==> src/rtl/gx_pkg.sv <==
package gx_pkg;
  localparam int BYTE_W   = 8;
  localparam int NUM_REGS = 4;
  localparam int PTR_W    = $clog2(NUM_REGS);
  localparam int CNT_W    = $clog2(BYTE_W + 1);

  typedef logic [PTR_W-1:0] reg_ptr_t;

  localparam reg_ptr_t PTR_INPUT    = 2'd0;
  localparam reg_ptr_t PTR_OUTPUT   = 2'd1;
  localparam reg_ptr_t PTR_POLARITY = 2'd2;
  localparam reg_ptr_t PTR_DIR      = 2'd3;

  typedef enum logic [2:0] {
    ST_IDLE,
    ST_RECV,
    ST_ACK,
    ST_SEND,
    ST_MACK,
    ST_HALT
  } bus_state_t;
endpackage

==> src/rtl/gx_bus_sense.sv <==
module gx_bus_sense #(
  parameter int STAGES = 2
) (
  input  logic clk,
  input  logic rst_n,
  input  logic scl_i,
  input  logic sda_i,
  output logic scl_lvl,
  output logic sda_lvl,
  output logic scl_rise,
  output logic scl_fall,
  output logic start_det,
  output logic stop_det
);
  logic [STAGES-1:0] scl_sh, sda_sh;
  logic scl_d, sda_d;

  generate
    if (STAGES == 1) begin : g_one
      always_ff @(posedge clk or negedge rst_n) begin
        if (!rst_n) begin
          scl_sh <= '1;
          sda_sh <= '1;
        end else begin
          scl_sh <= scl_i;
          sda_sh <= sda_i;
        end
      end
    end else begin : g_many
      always_ff @(posedge clk or negedge rst_n) begin
        if (!rst_n) begin
          scl_sh <= '1;
          sda_sh <= '1;
        end else begin
          scl_sh <= {scl_sh[STAGES-2:0], scl_i};
          sda_sh <= {sda_sh[STAGES-2:0], sda_i};
        end
      end
    end
  endgenerate

  always_ff @(posedge clk or negedge rst_n) begin
    if (!rst_n) begin
      scl_d <= 1'b1;
      sda_d <= 1'b1;
    end else begin
      scl_d <= scl_lvl;
      sda_d <= sda_lvl;
    end
  end

  assign scl_lvl   = scl_sh[STAGES-1];
  assign sda_lvl   = sda_sh[STAGES-1];
  assign scl_rise  = scl_lvl & ~scl_d;
  assign scl_fall  = ~scl_lvl & scl_d;
  assign start_det = scl_lvl & scl_d & sda_d & ~sda_lvl;
  assign stop_det  = scl_lvl & scl_d & ~sda_d & sda_lvl;
endmodule

==> src/rtl/gx_link.sv <==
module gx_link
  import gx_pkg::*;
(
  input  logic              clk,
  input  logic              rst_n,
  input  logic              scl_lvl,
  input  logic              sda_lvl,
  input  logic              scl_rise,
  input  logic              scl_fall,
  input  logic              start_det,
  input  logic              stop_det,
  input  logic [6:0]        dev_addr,
  input  logic [BYTE_W-1:0] rd_data,
  output logic              sda_oe,
  output logic              wr_en,
  output reg_ptr_t          wr_sel,
  output logic [BYTE_W-1:0] wr_data,
  output reg_ptr_t          rd_sel
);
  bus_state_t        state;
  logic [CNT_W-1:0]  cnt;
  logic [BYTE_W-1:0] shreg;
  logic              got_addr, is_read, first_byte, mack_ok;
  reg_ptr_t          ptr;

  always_ff @(posedge clk or negedge rst_n) begin
    if (!rst_n) begin
      state      <= ST_IDLE;
      cnt        <= '0;
      shreg      <= '0;
      got_addr   <= 1'b0;
      is_read    <= 1'b0;
      first_byte <= 1'b1;
      mack_ok    <= 1'b0;
      ptr        <= PTR_INPUT;
      sda_oe     <= 1'b0;
      wr_en      <= 1'b0;
      wr_data    <= '0;
    end else begin
      wr_en <= 1'b0;
      if (stop_det) begin
        state  <= ST_IDLE;
        sda_oe <= 1'b0;
      end else if (start_det && state != ST_HALT) begin
        state      <= ST_RECV;
        got_addr   <= 1'b0;
        first_byte <= 1'b1;
        cnt        <= '0;
        sda_oe     <= 1'b0;
      end else begin
        case (state)
          ST_RECV: begin
            if (scl_rise && cnt < CNT_W'(BYTE_W)) begin
              shreg <= {shreg[BYTE_W-2:0], sda_lvl};
              cnt   <= cnt + 1'b1;
            end else if (scl_fall && cnt == CNT_W'(BYTE_W)) begin
              if (!got_addr) begin
                if (shreg[BYTE_W-1:1] == dev_addr) begin
                  got_addr <= 1'b1;
                  is_read  <= shreg[0];
                  sda_oe   <= 1'b1;
                  state    <= ST_ACK;
                end else begin
                  state <= ST_IDLE;
                end
              end else begin
                sda_oe <= 1'b1;
                state  <= ST_ACK;
                if (first_byte) begin
                  ptr        <= shreg[PTR_W-1:0];
                  first_byte <= 1'b0;
                end else begin
                  wr_en   <= 1'b1;
                  wr_data <= shreg;
                end
              end
            end
          end
          ST_ACK: begin
            if (scl_fall) begin
              if (is_read) begin
                shreg  <= rd_data;
                sda_oe <= ~rd_data[BYTE_W-1];
                cnt    <= CNT_W'(1);
                state  <= ST_SEND;
              end else begin
                sda_oe <= 1'b0;
                cnt    <= '0;
                state  <= ST_RECV;
              end
            end
          end
          ST_SEND: begin
            if (scl_fall) begin
              if (cnt < CNT_W'(BYTE_W)) begin
                sda_oe <= ~shreg[BYTE_W-2];
                shreg  <= {shreg[BYTE_W-2:0], 1'b0};
                cnt    <= cnt + 1'b1;
              end else begin
                sda_oe <= 1'b0;
                state  <= ST_MACK;
              end
            end
          end
          ST_MACK: begin
            if (scl_rise) begin
              mack_ok <= ~sda_lvl;
            end else if (scl_fall) begin
              if (mack_ok) begin
                shreg  <= rd_data;
                sda_oe <= ~rd_data[BYTE_W-1];
                cnt    <= CNT_W'(1);
                state  <= ST_SEND;
              end else begin
                sda_oe <= 1'b0;
                state  <= ST_HALT;
              end
            end
          end
          default: ;
        endcase
      end
    end
  end

  assign wr_sel = ptr;
  assign rd_sel = ptr;

  assert_idle_released_R2: assert property (@(posedge clk) disable iff (!rst_n)
    state == ST_IDLE |-> !sda_oe);
  assert_halt_released_R9: assert property (@(posedge clk) disable iff (!rst_n)
    state == ST_HALT |-> !sda_oe);
  assert_ack_held_R11: assert property (@(posedge clk) disable iff (!rst_n)
    state == ST_ACK |-> sda_oe);
  assert_sda_moves_scl_low_R11: assert property (@(posedge clk) disable iff (!rst_n)
    (sda_oe != $past(sda_oe)) |-> (!$past(scl_lvl) || $past(start_det) || $past(stop_det)));
endmodule

==> src/rtl/gx_regs.sv <==
module gx_regs
  import gx_pkg::*;
(
  input  logic              clk,
  input  logic              rst_n,
  input  logic              wr_en,
  input  reg_ptr_t          wr_sel,
  input  logic [BYTE_W-1:0] wr_data,
  input  reg_ptr_t          rd_sel,
  input  logic [BYTE_W-1:0] pin_i,
  output logic [BYTE_W-1:0] rd_data,
  output logic [BYTE_W-1:0] pin_o,
  output logic [BYTE_W-1:0] pin_oe
);
  logic [BYTE_W-1:0] out_q, pol_q, dir_q;

  always_ff @(posedge clk or negedge rst_n) begin
    if (!rst_n) begin
      out_q <= '1;
      pol_q <= '0;
      dir_q <= '1;
    end else if (wr_en) begin
      case (wr_sel)
        PTR_OUTPUT:   out_q <= wr_data;
        PTR_POLARITY: pol_q <= wr_data;
        PTR_DIR:      dir_q <= wr_data;
        default: ;
      endcase
    end
  end

  always_comb begin
    case (rd_sel)
      PTR_INPUT:    rd_data = pin_i ^ pol_q;
      PTR_OUTPUT:   rd_data = out_q;
      PTR_POLARITY: rd_data = pol_q;
      default:      rd_data = dir_q;
    endcase
  end

  assign pin_o  = out_q;
  assign pin_oe = ~dir_q;

  assert_input_reg_ro_R5: assert property (@(posedge clk) disable iff (!rst_n)
    (wr_en && wr_sel == PTR_INPUT) |=> ($stable(pin_o) && $stable(pin_oe) && $stable(pol_q)));
  assert_pins_only_on_write_R7: assert property (@(posedge clk) disable iff (!rst_n)
    !wr_en |=> ($stable(pin_o) && $stable(pin_oe)));
endmodule

==> src/rtl/gpio_expander_i2c.sv <==
module gpio_expander_i2c
  import gx_pkg::*;
#(
  parameter int SYNC_STAGES = 2
) (
  input  logic              clk,
  input  logic              rst_n,
  input  logic [6:0]        dev_addr,
  input  logic              scl_i,
  input  logic              sda_i,
  output logic              sda_oe,
  input  logic [BYTE_W-1:0] pin_i,
  output logic [BYTE_W-1:0] pin_o,
  output logic [BYTE_W-1:0] pin_oe
);
  logic scl_lvl, sda_lvl, scl_rise, scl_fall, start_det, stop_det;
  logic wr_en;
  reg_ptr_t wr_sel, rd_sel;
  logic [BYTE_W-1:0] wr_data, rd_data;

  gx_bus_sense #(.STAGES(SYNC_STAGES)) u_sense (
    .clk(clk), .rst_n(rst_n), .scl_i(scl_i), .sda_i(sda_i),
    .scl_lvl(scl_lvl), .sda_lvl(sda_lvl), .scl_rise(scl_rise),
    .scl_fall(scl_fall), .start_det(start_det), .stop_det(stop_det)
  );

  gx_link u_link (
    .clk(clk), .rst_n(rst_n), .scl_lvl(scl_lvl), .sda_lvl(sda_lvl),
    .scl_rise(scl_rise), .scl_fall(scl_fall), .start_det(start_det),
    .stop_det(stop_det), .dev_addr(dev_addr), .rd_data(rd_data),
    .sda_oe(sda_oe), .wr_en(wr_en), .wr_sel(wr_sel), .wr_data(wr_data),
    .rd_sel(rd_sel)
  );

  gx_regs u_regs (
    .clk(clk), .rst_n(rst_n), .wr_en(wr_en), .wr_sel(wr_sel),
    .wr_data(wr_data), .rd_sel(rd_sel), .pin_i(pin_i), .rd_data(rd_data),
    .pin_o(pin_o), .pin_oe(pin_oe)
  );
endmodule

==> config.mk <==
export PLATFORM = sky130hd
export DESIGN_NAME = gpio_expander_i2c
export DESIGN_NICKNAME = d
export VERILOG_FILES = /design/src/rtl/gx_pkg.sv /design/src/rtl/gx_bus_sense.sv /design/src/rtl/gx_link.sv /design/src/rtl/gx_regs.sv /design/src/rtl/gpio_expander_i2c.sv
export SDC_FILE = /design/constraint.sdc
export NUM_CORES = 1
export LEC_CHECK = 0
export ABC_AREA = 1
export BUFFER_PORTS_ARGS = -buffer_cell sky130_fd_sc_hd__buf_2
export CAP_MARGIN = 10
export CELL_PAD_IN_SITES_DETAIL_PLACEMENT = 1
export CELL_PAD_IN_SITES_GLOBAL_PLACEMENT = 1
export CORE_MARGIN = 10
export CORE_UTILIZATION = 30
export DETAILED_ROUTE_END_ITERATION = 6
export PLACE_DENSITY = 0.65
export SKIP_CTS_REPAIR_TIMING = 1
export SYNTH_ARGS = -nofsm -noshare
export SYNTH_HDL_FRONTEND = slang
export SYNTH_SLANG_ARGS = --single-unit
==> constraint.sdc <==
create_clock -name clk -period 4.35 [get_ports clk]
set_input_delay 0.6525 -clock clk [delete_from_list [all_inputs] [get_ports clk]]
set_output_delay 0.6525 -clock clk [all_outputs]
set_load 0.01 [all_outputs]
==> run_results.csv <==
group,metric,value,unit
yosys,synth_largest_type_area_fraction,29.2,%
yosys,synthDominantAreaCellType,"sky130_fd_sc_hd__dfrtp_1",
critical_path,crit_path_cell_count,9,
clock_network,cts_htree_levels,3,
cells_and_area,drive_gt1_share,21.6,%
die,design.portCount,36,
run_status,run_status,"finished clean",
detailed_routing,num_vias,2866,
timing,clock-skew-final,0.0122,ns
grt,grt_pass1_wl,15300,um
die,rows,37,
timing,setup_repair_after_global_routing_missed_its_margin,"false",
placed_design,routability_congestion_estimate_from_global_placement,0.868,
flow_run,drv_cap,0,
min_path,min-delay-path-class,"primary input to async pin",
yosys,netlist_instances,439,
clock_network,cts_made_buffers,9,
detailed_routing,detail_route.wirelength,9010,um
clock_network,clock_latency,0.35,ns
clock_network,cts_tree,"built",
cells_and_area,most_frequent_standard_cell_in_the_layout_excluding_fill_and_tap_cells,"sky130_fd_sc_hd__nand2_1",
critical_path,worst_r2r_startpoint,"u_sense.sda_sh[1]$_DFF_PN1_",
grt,gr-total-overflow,0,
detailed_routing,detail-route-antenna-nets,0,
timing,report.final.slew_viol_count,0,
cells_and_area,finalNetCount,501,
yosys,ys_top_cells_by_area,"sky130_fd_sc_hd__dfrtp_1 (29%), sky130_fd_sc_hd__dfstp_2 (19%), sky130_fd_sc_hd__nand2_1 (17%)",
timing,max_slew_margin,56.9,%
cells_and_area,synthToLayoutAreaGrowth,16.9,%
timing,timing.final.ws_setup,2.27,ns
timing,timing_worst_slew_pin_value,0.646,ns
cells_and_area,count_of_antenna_diodes_in_the_layout,0,
critical_path,critical_path.cell_chain,"inv_1 > nand2_1 > nor2_1 > nand2_1 > nand2_1 > inv_2 > nand3_2 > nand2_1 > o21ai_2",
grt,track_usage,12.6,%
timing,timing.final.setup_violations,0,
critical_path,cp_data_arrival_time,2.31,ns
timing,timing.final.crit_period,2.08,ns
yosys,netlist_area_before_placement,3260,um2
placed_design,place.port_buffers,35,
timing,setup_tns,0,ns
yosys,count_of_state_elements_after_synthesis,61,
detailed_routing,routedWlPerCell,14.5,um
yosys,ys_warn_count,0,
clock_network,clock_tree.root_cell,"sky130_fd_sc_hd__clkbuf_8",
die,initial_utilization,31.1,%
detailed_routing,vias_per_cell,4.62,
yosys,post_synth.cell_area_avg,7.42,um2
grt,grt_start_max_net_pins,35,
yosys,syn_nets,460,
detailed_routing,dr.first_iter.drc_count,157,
cells_and_area,layout_common_cells,"sky130_fd_sc_hd__nand2_1 (151), sky130_fd_sc_hd__inv_1 (56), sky130_fd_sc_hd__o21ai_0 (51)",
die,core,10500,um2
pwr,power_per_cell_area,541,nW/um2
yosys,yosysSeqAreaShare,47.8,%
yosys,netlist-cell-type-count,25,
critical_path,startpoint_type,"register",
clock_network,cts_buffer_depth,2,
clock_network,clk_pin_slew_worst_paths,0.08,ns
pwr,irDropWorstVdd,0.307,mV
die,die_area,15400,um2
critical_path,critPathRequiredTime,4.58,ns
grt,grt_antenna_before_repair,0,
critical_path,critPathBufInv,2,
critical_path,slowest_delay,0.54,ns
clock_network,clock_sinks,61,
critical_path,timing_worst_setup_path_type,"register to register",
grt,first_global_vias,2991,
pwr,leakage,1.89,nW
timing,max_clock_freq,481,MHz
detailed_routing,drt_pass1_iterations,4,
critical_path,setup.worst_path.end_class,"register",
critical_path,cp_slowest_cell,"sky130_fd_sc_hd__dfstp_2",
detailed_routing,drt_drc_violations_left,0,
die,die-height,124,um
timing,number_of_hold_slack_violations_in_the_final_timing_report,0,
critical_path,crit_fanout,17,
die,die_x,124,um
critical_path,critPathMostFrequentCell,"sky130_fd_sc_hd__nand2_1",
critical_path,worst_path_dominant_cell_family,"simple AND/OR/NAND/NOR gates",
critical_path,r2r.worst_path.cells,9,
timing,timing.final.crit_share,47.8,%
placed_design,place_worst_setup_slack,2.24,ns
critical_path,cp-startpoint,"u_sense.sda_sh[1]$_DFF_PN1_",
placed_design,post-dp-hpwl,7030,um
metrics by stage:
| step | hold WS [ns] | instance area, um2 | cells | util, % | power (mW) |
|---|---|---|---|---|---|
| floorplan | 0.345 | 3260 | 439 | - | 1.28 |
| global placement | 0.346 | 3580 | 605 | 34.2 | 1.49 |
| detailed placement | 0.351 | 3580 | 605 | 34.2 | 1.51 |
| CTS | 0.325 | 3810 | 621 | 36.4 | 2.09 |
| global route | 0.352 | 3810 | 621 | 36.4 | 2.24 |
| finish | 0.319 | 3810 | 621 | 36.4 | 2.06 |
layout make-up:
class,count,area [um2]
repair buffers,36,183
inverters,66,248
clock inverters,4,33.8
clock buffers,12,199
fillers,1348,6650
well taps,136,170
multi-input cells,306,1420
flip-flops and latches,61,1560
cells in the mapped netlist (all sizes together):
| cell type | number |
|---|---|
| dfrtp | 38 |
| buf | 4 |
| dfstp | 23 |
| xor2 | 1 |
| o22ai | 6 |
| a21oi | 9 |
| clkbuf | 2 |
| o21ai | 61 |
| nor2 | 36 |
| nand3 | 30 |
| inv | 66 |
| nand2 | 155 |
| ha | 2 |
| nand4 | 4 |
| xnor2 | 2 |
kinds of logic after synthesis:
logic type      synth area share [%]
simple gates                    29.2
buf+inv                         8.64
fa+ha+maj                      0.768
compound gates                  12.8
xor+xnor                       0.807
flops                           47.8
state kept, by name, indices dropped and copies added (netlist names), 2 cells and up:
signal,cells
u_regs.dir_q,8
u_link.cnt,4
u_link.shreg,8
u_regs.pin_o,8
u_sense.sda_sh,2
u_link.wr_data,8
u_sense.scl_sh,2
u_regs.pol_q,8
u_link.state,3
u_link.rd_sel,2
where the power goes:
part | switching (mW) | internal [mW] | total (mW)
Clock | 0.256 | 0.314 | 0.570
Combinational | 0.525 | 0.234 | 0.759
Sequential | 0.0805 | 0.650 | 0.731
Total | 0.863 | 1.20 | 2.06
path summary, 6_finish.rpt:
path / endpoint / slack [ns]
min in group clk: u_sense.sda_sh[1]$_DFF_PN1_ / 0.36
worst max-delay path: u_link.wr_data[6]$_DFFE_PN0P_ / 2.27
worst max register to register: u_link.wr_data[6]$_DFFE_PN0P_ / 2.27
worst min register to register: u_sense.sda_sh[1]$_DFF_PN1_ / 0.36
max in group asynchronous: u_sense.scl_sh[1]$_DFF_PN1_ / 3.09
worst min-delay path: u_regs.pol_q[1]$_DFFE_PN0P_ / 0.32
metal layers:
metal | wire length (um) | global-route usage [%] | share of wire (%) | vias up
met5 | 0 | 0 | 0 | -
met4 | 73 | 3.67 | 0.81 | 0
met3 | 424 | 3.03 | 4.7 | 5
met2 | 3920 | 19.4 | 43 | 44
met1 | 4600 | 17.1 | 51 | 1349
li1 | - | - | - | 1468
worst reg2reg max path: stages, from the launching register on:
cell	delay (ns)
sky130_fd_sc_hd__dfstp_2	0.54
sky130_fd_sc_hd__inv_1	0.06
sky130_fd_sc_hd__nand2_1	0.05
sky130_fd_sc_hd__nor2_1	0.05
sky130_fd_sc_hd__nand2_1	0.28
sky130_fd_sc_hd__nand2_1	0.20
sky130_fd_sc_hd__inv_2	0.15
sky130_fd_sc_hd__nand3_2	0.35
sky130_fd_sc_hd__nand2_1	0.21
sky130_fd_sc_hd__o21ai_2	0.07
Power figures use the tool's default switching activity.
